`src/rtl/vfc_pkg.sv`:
```
package vfc_pkg;

  typedef enum logic {
    MODE_RESYNC  = 1'b0,
    MODE_FREERUN = 1'b1
  } vfc_mode_e;

  // Half-lines elapsed in the current field for a given counter value.
  function automatic int unsigned halflines_in_field(int unsigned count, int unsigned preset);
    return count - preset;
  endfunction

  // True on the last half-line before the wrap or the first one after it.
  function automatic logic in_wrap_window(int unsigned count, int unsigned preset,
                                          int unsigned wrap);
    return (count == wrap - 1) || (count == preset);
  endfunction

  // Bits needed to hold values 0..top.
  function automatic int unsigned bits_for(int unsigned top);
    return $clog2(top + 1);
  endfunction

endpackage

```
`src/rtl/vfc_sync_edge.sv`:
```
module vfc_sync_edge #(
  parameter int STAGES = 2
) (
  input  logic clk,
  input  logic rst,
  input  logic raw_in,
  output logic rise
);
  logic [STAGES:0] pipe;

  always_ff @(posedge clk) begin
    if (rst) pipe <= '0;
    else     pipe <= {pipe[STAGES-1:0], raw_in};
  end

  assign rise = pipe[STAGES-1] & ~pipe[STAGES];
endmodule

```
`src/rtl/vfc_gate_timer.sv`:
```
module vfc_gate_timer #(
  parameter int WIDTH = 192
) (
  input  logic clk,
  input  logic rst,
  input  logic restart,
  output logic gate
);
  localparam int GW = $clog2(WIDTH + 1);

  logic [GW-1:0] left;

  always_ff @(posedge clk) begin
    if (rst)              left <= '0;
    else if (restart)     left <= GW'(WIDTH);
    else if (left != '0)  left <= left - GW'(1);
  end

  assign gate = (left != '0);
endmodule

```
`src/rtl/vfc_field_ctr.sv`:
```
module vfc_field_ctr
  import vfc_pkg::*;
#(
  parameter int PRESET  = 20,
  parameter int WRAP    = 545,
  parameter int HOLDOFF = 492,
  parameter int DEFLT   = 684,
  parameter int CW      = 10
) (
  input  logic          clk,
  input  logic          rst,
  input  logic          hl_tick,
  input  logic          sync_edge,
  input  logic          std_req,
  output logic [CW-1:0] count,
  output vfc_mode_e     mode,
  output logic          field_end,
  output logic          coin
);
  int unsigned elapsed;
  logic        free_wrap;
  logic        default_hit;
  logic        sync_take;

  assign elapsed     = halflines_in_field(int'(count), PRESET);
  assign free_wrap   = (mode == MODE_FREERUN) && hl_tick && (int'(count) == WRAP - 1);
  assign default_hit = (mode == MODE_RESYNC) && hl_tick && (elapsed == DEFLT - 1);
  assign sync_take   = (mode == MODE_RESYNC) && sync_edge && (elapsed >= HOLDOFF);
  assign field_end   = free_wrap | default_hit | sync_take;
  assign coin        = sync_edge && in_wrap_window(int'(count), PRESET, WRAP);

  always_ff @(posedge clk) begin
    if (rst) begin
      count <= CW'(PRESET);
      mode  <= MODE_RESYNC;
    end else if (field_end) begin
      count <= CW'(PRESET);
      mode  <= std_req ? MODE_FREERUN : MODE_RESYNC;
    end else if (hl_tick) begin
      count <= count + CW'(1);
    end
  end
endmodule

```
`src/rtl/vertical_field_counter.sv`:
```
module vertical_field_counter
  import vfc_pkg::*;
#(
  parameter int PRESET      = 20,
  parameter int STD_WRAP    = 545,
  parameter int HOLDOFF_HL  = 492,
  parameter int DEFAULT_HL  = 684,
  parameter int RAMP_CLKS   = 192,
  parameter int BLANK_CLKS  = 608,
  parameter int SYNC_STAGES = 2
) (
  input  logic clk,
  input  logic rst,
  input  logic hl_tick,
  input  logic vsync_in,
  input  logic std_mode,
  output logic field_end,
  output logic coincident,
  output logic ramp_gate,
  output logic blank_gate
);
  localparam int CW = bits_for(PRESET + DEFAULT_HL);

  logic          vsync_edge;
  logic [CW-1:0] fcount;
  vfc_mode_e     cur_mode;

  vfc_sync_edge #(.STAGES(SYNC_STAGES)) u_sync (
    .clk(clk), .rst(rst), .raw_in(vsync_in), .rise(vsync_edge)
  );

  vfc_field_ctr #(
    .PRESET(PRESET), .WRAP(STD_WRAP), .HOLDOFF(HOLDOFF_HL),
    .DEFLT(DEFAULT_HL), .CW(CW)
  ) u_ctr (
    .clk(clk), .rst(rst), .hl_tick(hl_tick), .sync_edge(vsync_edge),
    .std_req(std_mode), .count(fcount), .mode(cur_mode),
    .field_end(field_end), .coin(coincident)
  );

  vfc_gate_timer #(.WIDTH(RAMP_CLKS)) u_ramp (
    .clk(clk), .rst(rst), .restart(field_end), .gate(ramp_gate)
  );

  vfc_gate_timer #(.WIDTH(BLANK_CLKS)) u_blank (
    .clk(clk), .rst(rst), .restart(field_end), .gate(blank_gate)
  );
endmodule

```
`config.mk`:
```
export PLATFORM = sky130hd
export DESIGN_NAME = vertical_field_counter
export DESIGN_NICKNAME = d
export VERILOG_FILES = /design/src/rtl/vfc_pkg.sv /design/src/rtl/vfc_sync_edge.sv /design/src/rtl/vfc_gate_timer.sv /design/src/rtl/vfc_field_ctr.sv /design/src/rtl/vertical_field_counter.sv
export SDC_FILE = /design/constraint.sdc
export NUM_CORES = 1
export LEC_CHECK = 0
export ABC_CLOCK_PERIOD_IN_PS = 2100
export BUFFER_PORTS_ARGS = -buffer_cell sky130_fd_sc_hd__buf_2
export CAP_MARGIN = 20
export CELL_PAD_IN_SITES_DETAIL_PLACEMENT = 1
export CELL_PAD_IN_SITES_GLOBAL_PLACEMENT = 1
export CORE_UTILIZATION = 45
export DETAILED_ROUTE_END_ITERATION = 8
export HOLD_SLACK_MARGIN = 0.15
export PLACE_DENSITY_LB_ADDON = 0.2
export SLEW_MARGIN = 10
export SYNTH_ARGS = -nofsm -noshare
export SYNTH_HDL_FRONTEND = slang
export SYNTH_SLANG_ARGS = --single-unit
```
`constraint.sdc`:
```
create_clock -name clk -period 2.1 [get_ports clk]
set_clock_uncertainty 0.1 [all_clocks]
set_input_delay 0.42 -clock clk [delete_from_list [all_inputs] [get_ports clk]]
set_output_delay 0.42 -clock clk [all_outputs]
set_load 0.03 [all_outputs]
```
# Word-level counts from Yosys, hierarchy flattened
# Index checks and enable logic that the tools add are counted.
[totals]
word_cells = 39
ff_bits = 32
in_bits = 5
out_inout_bits = 4
[classes]
add_sub_neg = 4
eq_ne = 4
reduce_logical = 13
mux = 5
order_cmp = 1
n_bitwise = 5
[op_table]
columns = ["op", "n"]
rows = [
  ["== test 32 x 10 -> 1 bit, second input constant", 1],
  [">= comparator 32 x 9 -> 1 bit, second input constant", 1],
  ["== test 10 bit, second input constant", 2],
  ["two-way mux 10 bit", 2],
  ["two-way mux 8 bit", 2],
  ["subtractor 10 x 5 -> 11 bit, second input constant", 1],
  ["adder 10 x 1 -> 10 bit, second input constant", 1],
  ["== test 10 x 5 -> 1 bit, second input constant", 1],
  ["nonzero test 10 bit", 1],
  ["subtractor 10 x 1 -> 10 bit, second input constant", 1],
  ["nonzero test 8 bit", 1],
  ["subtractor 8 x 1 -> 8 bit, second input constant", 1],
  ["logical AND 1 bit", 7],
  ["nonzero test 2 bit", 2],
  ["inverter 1 bit", 2],
  ["bitwise OR 1 bit", 2],
  ["OR reduction 2 bit", 1],
  ["bitwise AND 1 bit", 1],
  ["logical OR 1 bit", 1],
  ["two-way mux 1 bit", 1],
]

# Depth between registers and ports, before layout
# Gate-level depths: netlist of run 1.
[depth]
depth_word = 6
ltp_mapped = 7
mapped_depth_nobuf = 6

# Modules after synthesis
# From an unflattened synthesis of run 1, not the netlist that was laid out.
[unflattened]
hier_cells = 179
hier_area_um2 = 1612.8
[modules_own_cells]
columns = ["mod", "cells_each", "n_inst", "area_per_inst_um2", "seq_area_each_um2"]
rows = [
  ["vfc_field_ctr", 71, 1, 611.8, 220.2],
  ["vfc_gate_timer (u_blank)", 56, 1, 485.5, 200.2],
  ["vfc_gate_timer (u_ramp)", 45, 1, 427.9, 160.2],
  ["vfc_sync_edge", 7, 1, 87.6, 60.1],
]

# Least setup slack after synthesis of run 1
# OpenSTA, ideal clock, no wires.
[synth_timing]
path_type = "flip-flop to output port"
start = "reg u_ctr.count[6]"
end = "out coincident"
n_path_buf = 1
t_arrival_ps = 1905
path_slack_ps = -325
required_ps = 1580
path_stages_with_launch = 5
cell_sequence = "dfxtp_1 buf_6 nor4_2 nand2_1 nor4b_1"
[synth_via]
elab_chain_len = 3
elab_cells_between_ends = 4
cone_classes = "eq/ne: 2; reduce/logical: 2"
[synth_rtl]
columns = ["item", "line", "text"]
rows = [
  ["start: declaration", "vfc_field_ctr.sv:15", "output logic [CW-1:0] count,"],
  ["start signal: assignment", "vfc_field_ctr.sv:34", "count <= CW'(PRESET);"],
  ["start signal: assignment", "vfc_field_ctr.sv:37", "count <= CW'(PRESET);"],
  ["start signal: assignment", "vfc_field_ctr.sv:40", "count <= count + CW'(1);"],
  ["== test 10 bit / == test 10 x 5 -> 1 bit (equally long branches)", "vfc_pkg.sv:16", "return (count == wrap - 1) || (count == preset);"],
  ["logical OR 1 bit (*)", "vfc_pkg.sv:16", ""],
  ["logical AND 1 bit (*)", "vfc_field_ctr.sv:30", "assign coin = sync_edge && in_wrap_window(int'(count), PRESET, WRAP);"],
  ["end: declaration", "vertical_field_counter.sv:18", "output logic coincident,"],
]
# Every way passes the cells marked *; elsewhere a longest branch is shown, timed or not.

# Worst setup path after layout of run 1
[layout_timing]
start = "reg u_ctr.count[7]"
end = "out coincident"
# The elaborated chain is that of the path after synthesis.

==> impl_metrics.yaml, run 1 <==
global_route:
  overflow: 0
  grt_pass1_wl_microns: 6499
  grt_usage: 0.2166
  first_global_vias: 1422
  grt_max_degree: 14
  antenna_found_initial: 0
timing:
  rsz0062_at_grt: "true"
  setup_viol: 2
  setup_tns_ns: -0.04528
  finalCritPeriodShare: 1.020
  slew_headroom: 0.7454
  maxSlewViolCount: 0
  hold_viol_final: 0
  worst_pin_slew_ns: 0.3790
  max_clock_freq_mhz: 466.9
  period_needed_ns: 2.142
  setup_ws_ns: -0.04177
clock_tree:
  cts_tree: "yes"
  h-tree-depth: 2
  cts.sinks: 32
  ctsHoldBuffers: 0
  cts_buffers: 5
  path_clk_slew_ns: 0.09
  worstSkewPairLatency_ns: 0.33
  root_buffer: "clkbuf_4"
  ctsLongestPathBuffers: 2
job:
  drv_cap: 0
worst_hold_path:
  hold_class: "in2reg"
detailed_routing:
  vias: 1363
  drt-initial-drc-count: 71
  ant_nets: 0
  drc: 0
  wl_microns: 3860
  post_drt_wl_per_cell_microns: 15.50
  firstDrtPassIters: 4
  avgViaCountPerCell: 5.474
floorplan:
  row_count: 21
  die_h_microns: 62.45
  start_util: 0.4813
  boundaryPins: 9
  die_w_microns: 62.45
  core_sq_mm: 0.003416
  die-area_sq_mm: 0.003899
placement:
  port-buffer-count: 8
  hpwlAfterDp_microns: 2556
  gp_congestion: 0.8195
  placed_cell_area_sq_mm: 0.001749
  pre_cts_slack_ns: 0.1025
critical_path:
  critical_path_arrival_ns: 1.62
  rr_endpoint: "u_blank.left[1]"
  cp_max_fo: 4
  worstReg2RegStart: "u_ctr.count[0]"
  reg2reg_slack_ns: 0.40
  end_kind: "output port"
  path_class: "reg2out"
  r2r_cells: 7
  crit_path_start_kind: "flip-flop"
  cp-endpoint: "coincident"
  required_ns: 1.58
  crit_start: "u_ctr.count[7]"
layout:
  nFillCells: 401
  nets: 211
  design_area_sq_mm: 0.001996
  multiInputGateArea_sq_mm: 0.001010
  n_antenna_cell: 0
  drive_gt1_frac: 0.3596
  area_growth_pct: 21.38
  ff_latch_area_sq_um: 654.4
logic_synthesis:
  synth_cell_types: 48
  synth-seq-area-share: 0.3896
  syn_nets: 184
  syn_area_sq_mm: 0.001644
  synthCells: 175
  ys_ff_latch: 32
  synth.avg_cell_area_sq_um: 9.395
  synth_warnings: 0
power:
  power_density_mw_per_mm2: 1358
  power.static_leakage_nw: 0.8128
  vdd_ir_drop_max_mv: 0.8725
run_status:
  violations: "negative setup slack"
  outcome: "finished, violations left"
==> worst min path at each step <==
stage	slack (ns)	to	cells after the start	startpoint
final	0.22	u_sync.pipe[0]	2	vsync_in
after global routing	0.22	u_sync.pipe[0]	2	vsync_in
after floorplan	0.31	u_sync.pipe[1]	1	u_sync.pipe[0]
after global placement	0.33	u_sync.pipe[1]	1	u_sync.pipe[0]
after CTS	0.22	u_sync.pipe[0]	2	vsync_in
after detailed placement	0.34	u_sync.pipe[1]	1	u_sync.pipe[0]
==> area by class of cell <==
class	count	share of cell area
inverter	9	0.01818
multi-input combinational	129	0.5060
sequential	32	0.3279
timing repair buffer	25	0.08966
clock buffer	8	0.02947
tap	46	0.02884
==> cell usage in the layout, fill, tap and decap left out, types with 2 or more instances in the layout <==
cell and instances:
dfxtp_1 23, xor2_1 7, buf_4 19, a21oi_2 2, or3_1 2, o31ai_1 2, buf_2 5, a21oi_1 7
or4_1 2, ha_2 2, nand4b_1 2, mux2i_1 5, nor3_1 2, nor4_4 3, nor3_2 2, xnor2_1 6
a31oi_1 3, clkbuf_4 5, nand2_1 9, nor4_2 5, inv_1 7, dfxtp_2 8, nor2_1 27, and3_4 2
clkbuf_1 2, nand4_1 2, nor2b_1 5, nand3_1 5, o21ai_0 3
==> report_power, final <==
part,switching (mW),internal [mW]
logic,0.707,0.684
registers,0.191,0.760
clock network,0.202,0.165
total,1.10,1.61
==> logic make-up after synthesis <==
logic type                 after synthesis  synth area share
buffers and inverters                   14           0.04262
and+or+nand+nor                         81            0.3059
muxes                                    6           0.03729
adders and majority gates                4           0.03044
xor gates and xnor gates                13           0.06925
DFF                                     32            0.3896
AOI/OAI and AO/OA                       25            0.1248
==> timing repair <==
action                                  CTS  global route
gates resized for setup                  21             8
endpoints found under the setup margin    4             4
pin swaps                                 3             3
buffers inserted                          7             5
==> routing by layer <==
| layer | up-vias | track usage | wire length (microns) |
|---|---|---|---|
| met2 | 16 | 0.3818 | 2015 |
| met5 | - | 0 | 0 |
| li1 | 675 | - | - |
| met3 | 8 | 0.05292 | 116 |
| met1 | 664 | 0.2374 | 1643 |
| met4 | 0 | 0.1163 | 85 |
==> critical path, cell delays in order (launching register included) <==
cell,delay (ns)
dfxtp_2,0.37
nor4_4,0.34
nand2_1,0.12
nor4b_2,0.27
buf_4,0.21
==> flip-flops by register name (all words and copies together), names as in the netlist <==
| name | cells |
|---|---|
| u_blank.left | 10 |
| u_ctr.mode | 1 |
| u_ramp.left | 8 |
| u_ctr.count | 10 |
| u_sync.pipe | 3 |
==> synthesized netlist by cell type, drive strengths merged <==
master | count | area share
nand4 | 3 | 0.015
or4 | 3 | 0.016
and4bb | 1 | 0.0076
or3 | 2 | 0.0076
o21a | 1 | 0.0091
nand2b | 1 | 0.0038
o21ai | 3 | 0.0091
nor3b | 2 | 0.0091
nor2b | 6 | 0.023
nand3 | 6 | 0.018
a211oi | 2 | 0.012
dfxtp | 32 | 0.39
o21bai | 1 | 0.0046
a31oi | 4 | 0.024
buf | 5 | 0.022
nor4b | 1 | 0.0053
o221a | 1 | 0.0068
nand2 | 9 | 0.021
and2 | 1 | 0.0038
xnor2 | 6 | 0.032
nand4b | 2 | 0.011
mux2i | 5 | 0.030
xor2 | 7 | 0.037
nor3 | 4 | 0.018
nor4 | 8 | 0.059
o31ai | 2 | 0.0091
and3 | 3 | 0.014
o211ai | 2 | 0.018
inv | 9 | 0.021
mux2 | 1 | 0.0068
ha | 4 | 0.030
nor2 | 27 | 0.062
and4 | 2 | 0.012
a21oi | 9 | 0.032
==> through the flow <==
stage            util  total power [mW]  hold slack, ns  cells
2_1_floorplan       -             1.861          0.3138    175
3_3_place_gp   0.5121             2.083          0.3340    229
3_5_place_dp   0.5121             2.162          0.3424    229
4_1_cts        0.5637             2.617          0.2236    244
5_1_grt        0.5842             2.912          0.2238    249
6_report       0.5842             2.709          0.2221    249
Note: power is estimated with default switching activity, not from simulation.
==> inputs of run 2 (changes only) <==
--- a/config.mk
+++ b/config.mk
@@ -5,11 +5,9 @@
 export SDC_FILE = /design/constraint.sdc
 export NUM_CORES = 1
 export LEC_CHECK = 0
-export ABC_CLOCK_PERIOD_IN_PS = 2100
+export ABC_CLOCK_PERIOD_IN_PS = 2120
 export BUFFER_PORTS_ARGS = -buffer_cell sky130_fd_sc_hd__buf_2
 export CAP_MARGIN = 20
-export CELL_PAD_IN_SITES_DETAIL_PLACEMENT = 1
-export CELL_PAD_IN_SITES_GLOBAL_PLACEMENT = 1
 export CORE_UTILIZATION = 45
 export DETAILED_ROUTE_END_ITERATION = 8
 export HOLD_SLACK_MARGIN = 0.15
==> constraint.sdc (replaced) <==
create_clock -name clk -period 2.12 [get_ports clk]
set_clock_uncertainty 0.1 [all_clocks]
set_input_delay 0.424 -clock clk [delete_from_list [all_inputs] [get_ports clk]]
set_output_delay 0.424 -clock clk [all_outputs]
set_load 0.03 [all_outputs]
==> run 2 against run 1 <==
Against the previous run: the run now ends clean; critical path depth up 2; utilization down 1.8 points; sequential power decreased by 2%; cell count is 2.4% lower; combinational power shrank 11%; worst setup slack better by 0.059 ns; critical endpoint is now field_end; largest power group unchanged; highest routed layer unchanged.
==> impl_metrics.yaml, run 2 (same netlist as run 1, synthesis figures left out) <==
clock_tree:
  path_clk_slew_ns: 0.09
  root_buffer: "clkbuf_4"
  ctsHoldBuffers: 0
  h-tree-depth: 2
  ctsLongestPathBuffers: 2
  cts.sinks: 32
  cts_buffers: 5
  worstSkewPairLatency_ns: 0.32
  cts_tree: "yes"
layout:
  area_growth_pct: 17.66
  design_area_sq_mm: 0.001934
  layout_common_cells: "nor2_1 (27), dfxtp_1 (23), buf_4 (11)"
  fin_util: 0.5663
  reg_top3: "u_blank.left (10), u_ctr.count (10), u_ramp.left (8)"
  stdcell_count: 243
  mostFrequentLayoutCell: "nor2_1"
  n_antenna_cell: 0
  nets: 205
  drive_gt1_frac: 0.3249
critical_path:
  end_kind: "output port"
  cp_max_fo: 4
  crit_path_start_kind: "flip-flop"
  slowest_stage: "dfxtp_2"
  required_ns: 1.60
  path_cells: "ha_2, and3_4, a31oi_4, o21a_4, inv_4, buf_6"
  crit_start: "u_ctr.count[0]"
  critical_path_arrival_ns: 1.58
  worstReg2RegStart: "u_ctr.count[0]"
  slowest_delay_ns: 0.34
  path_class: "reg2out"
worst_hold_path:
  hold_class: "in2reg"
  min_from: "vsync_in"
detailed_routing:
  ant_nets: 0
  avgViaCountPerCell: 5.333
  post_drt_wl_per_cell_microns: 12.79
  drc: 0
  vias: 1296
  wl_microns: 3107
  firstDrtPassIters: 4
  drt-initial-drc-count: 55
floorplan:
  core_sq_mm: 0.003416
  boundaryPins: 9
  die_h_microns: 62.45
  start_util: 0.4813
  row_count: 21
  die-area_sq_mm: 0.003899
  die_w_microns: 62.45
job:
  drv_cap: 0
placement:
  port-buffer-count: 8
  placed_cells: 227
  hpwlAfterDp_microns: 2140
  placed_cell_area_sq_mm: 0.001747
  gp_congestion: 0.7773
global_route:
  overflow: 0
  antenna_found_initial: 0
  grt_pass1_wl_microns: 5678
  grt_max_degree: 17
  grt_usage: 0.1849
  first_global_vias: 1316
timing:
  period_needed_ns: 2.103
  slew_headroom: 0.7490
  finalCritPeriodShare: 0.9918
  hold_viol_final: 0
  max_clock_freq_mhz: 475.6
  maxSlewViolCount: 0
  holdWs_ns: 0.2202
  rsz0062_at_grt: "true"
  worst_pin_slew_ns: 0.3730
  setup_viol: 0
power:
  power_density_mw_per_mm2: 1303
  vdd_ir_drop_max_mv: 0.7529
  power.static_leakage_nw: 0.7789
run_status:
  outcome: "completed"
## run 2: path summary, 6_finish.rpt
| check | cells past startpoint | to | slack (ns) |
|---|---|---|---|
| max | 6 | field_end | 0.02 |
| min | 2 | u_sync.pipe[0] | 0.22 |
| max reg2reg | 7 | u_ctr.count[2] | 0.42 |
| min reg2reg | 1 | u_sync.pipe[1] | 0.36 |
## run 2: worst max-delay path: cells and delay by family, from the launching register on
kind / cells / cell delay, ns
compound gates: 2 / 0.34
fa+ha+maj: 1 / 0.17
buf+inv: 2 / 0.21
flops: 1 / 0.34
simple gates: 1 / 0.20
## run 2: metrics by stage
stage          total power [mW]  setup TNS [ns]  setup WS, ns
3_3_place_gp              2.027               0        0.1367
6_report                  2.521               0       0.01744
2_1_floorplan             1.843               0       0.08307
5_1_grt                   2.748         -0.1527      -0.07967
4_1_cts                   2.504        -0.01314      -0.01314
3_5_place_dp              2.071               0        0.1127
## run 2: layout make-up
cell class,instances,area [sq um]
well taps,46,57.56
repair buffers,19,143.9
clock buffers,8,58.81
multi-input cells,129,983.4
inverters,9,36.28
fillers,319,1481
flip-flops and latches,32,654.4
## run 2: timing repair
action,4_1_cts,5_1_grt
gates resized for setup,20,4
pin swaps,5,3
buffers inserted,6,2
setup endpoints to repair,4,4
## run 2: routing by layer
layer,vias to the layer above,global-route usage,routed length [microns]
li1,666,-,-
met5,-,0,0
met2,17,0.3030,1488
met3,4,0.05474,106
met4,0,0.08140,33
met1,609,0.2229,1478
## run 2: power by group
part / internal, mW / switching (mW)
Clock: 0.164 / 0.188
Sequential: 0.751 / 0.182
Combinational: 0.597 / 0.639
Total: 1.51 / 1.01
==> inputs of run 3 (changes only) <==
==> constraint.sdc (replaced) <==
create_clock -name clk -period 2.12 [get_ports clk]
set_clock_uncertainty 0.1 [all_clocks]
set_input_delay 0.212 -clock clk [delete_from_list [all_inputs] [get_ports clk]]
set_output_delay 0.212 -clock clk [all_outputs]
set_load 0.03 [all_outputs]
==> run 3 against run 2 <==
Against the previous run: worst hold slack gained 0.14 ns; sequential cell count is the same; worst setup slack gained 0.058 ns; die area is the same; sequential share of layout area grew 0.19 points; first-iteration DRC count shrank 16%; critical endpoint unchanged.
==> impl_metrics.yaml, run 3 (same netlist as run 1, synthesis figures left out) <==
detailed_routing:
  post_drt_wl_per_cell_microns: 12.07
  wl_microns: 2909
  ant_nets: 0
  drt-initial-drc-count: 46
  vias: 1262
  drc: 0
  firstDrtPassIters: 4
  avgViaCountPerCell: 5.237
timing:
  worst_pin_slew_ns: 0.4230
  setup_viol: 0
  holdWs_ns: 0.3581
  finalCritPeriodShare: 0.9645
  slew_headroom: 0.7154
  hold_viol_final: 0
  max_clock_freq_mhz: 489.1
  maxSlewViolCount: 0
  setup_tns_ns: 0
  period_needed_ns: 2.045
power:
  power.static_leakage_nw: 0.7420
  power_mw: 2.435
  vdd_ir_drop_max_mv: 0.9147
  power_density_mw_per_mm2: 1283
layout:
  nFillCells: 322
  stdcell_count: 241
  mostFrequentLayoutCell: "dfxtp_1"
  nets: 204
  area_growth_pct: 15.45
  drive_gt1_frac: 0.2615
  multiInputGateArea_sq_um: 963.4
  layout_common_cells: "dfxtp_1 (28), nor2_1 (27), nand2_1 (9)"
  fin_util: 0.5557
  n_antenna_cell: 0
  reg_top3: "u_blank.left (10), u_ctr.count (10), u_ramp.left (8)"
  ff_latch_area_sq_um: 645.6
clock_tree:
  h-tree-depth: 2
  cts_tree: "yes"
  worstSkewPairLatency_ns: 0.32
  path_clk_slew_ns: 0.09
  ctsLongestPathBuffers: 2
  cts_buffers: 5
  cts.sinks: 32
  root_buffer: "clkbuf_4"
critical_path:
  critical_path_arrival_ns: 1.73
  crit_path_start_kind: "input port"
  path_class: "in2out"
  cp_max_fo: 6
  end_kind: "output port"
  required_ns: 1.81
global_route:
  grt_pass1_wl_microns: 5244
  grt_usage: 0.1717
  antenna_found_initial: 0
  first_global_vias: 1174
  grt_max_degree: 15
  overflow: 0
placement:
  port-buffer-count: 8
  hpwlAfterDp_microns: 2101
  placed_cells: 225
  gp_congestion: 0.8908
run_status:
  outcome: "completed"
floorplan:
  die_w_microns: 62.45
  die-area_sq_mm: 0.003899
  row_count: 21
  die_h_microns: 62.45
  boundaryPins: 9
  core_sq_mm: 0.003416
  start_util: 0.4813
job:
  drv_cap: 0
worst_hold_path:
  hold_class: "reg2reg"
## run 3: changes by cell type in the layout (fill, tap and decap cells not counted), moves of 2 or more
cell | before | now
dfxtp_1 | 23 | 28
buf_4 | 11 | 5
ha_1 | 1 | 4
ha_2 | 3 | 0
clkbuf_1 | 2 | 0
dlygate4sd3_1 | 0 | 6
dfxtp_2 | 8 | 4
## run 3: layer usage
layer | track usage | up-vias | wire (microns)
li1 | - | 656 | -
met1 | 0.2297 | 579 | 1433
met2 | 0.2582 | 21 | 1329
met3 | 0.04927 | 6 | 105
met4 | 0.06977 | 0 | 40
met5 | 0 | - | 0
## run 3: path summary, 6_finish.rpt
path                                     start              end  slack [ns]  cells past startpoint
worst max-delay path                   hl_tick        field_end        0.08                      7
worst min register to register  u_sync.pipe[0]   u_sync.pipe[1]        0.36                      1
worst min-delay path            u_sync.pipe[0]   u_sync.pipe[1]        0.36                      1
worst max register to register  u_ctr.count[0]  u_blank.left[1]        0.38                      6
## run 3: worst max-delay path, cell delays in order
cell and delay [ns]:
dlygate4sd3_1 0.52, buf_2 0.15, and3_4 0.22, a31oi_4 0.12, o21a_4 0.24, inv_2 0.10, buf_4 0.17
## run 3: power by group
part | total (mW) | switching (mW) | internal (mW)
registers | 0.920 | 0.170 | 0.750
logic | 1.14 | 0.618 | 0.520
clock network | 0.377 | 0.189 | 0.188
total | 2.43 | 0.976 | 1.46
## run 3: final cells by class
type,count,area share
multi-input combinational,129,0.5076
sequential,32,0.3401
timing repair buffer,18,0.06987
clock buffer,7,0.03428
tap,46,0.03032
inverter,9,0.01780
## run 3: timing repair
item | in CTS | in global routing
pin swaps | 0 | 3
hold buffers | 6 | 0
resized for setup | 2 | 8
endpoints found under the hold margin | 11 | 0
endpoints found under the setup margin | 1 | 4
gates cloned | 0 | 0
setup buffers | 0 | 3
## run 3: through the flow
| step | instance area (sq um) | worst slack [ns] |
|---|---|---|
| 2_1_floorplan | 1650 | 0.2951 |
| 3_3_place_gp | 1719 | 0.3590 |
| 3_5_place_dp | 1719 | 0.3159 |
| 4_1_cts | 1856 | 0.005368 |
| 5_1_grt | 1898 | -0.0003472 |
| 6_report | 1898 | 0.07526 |
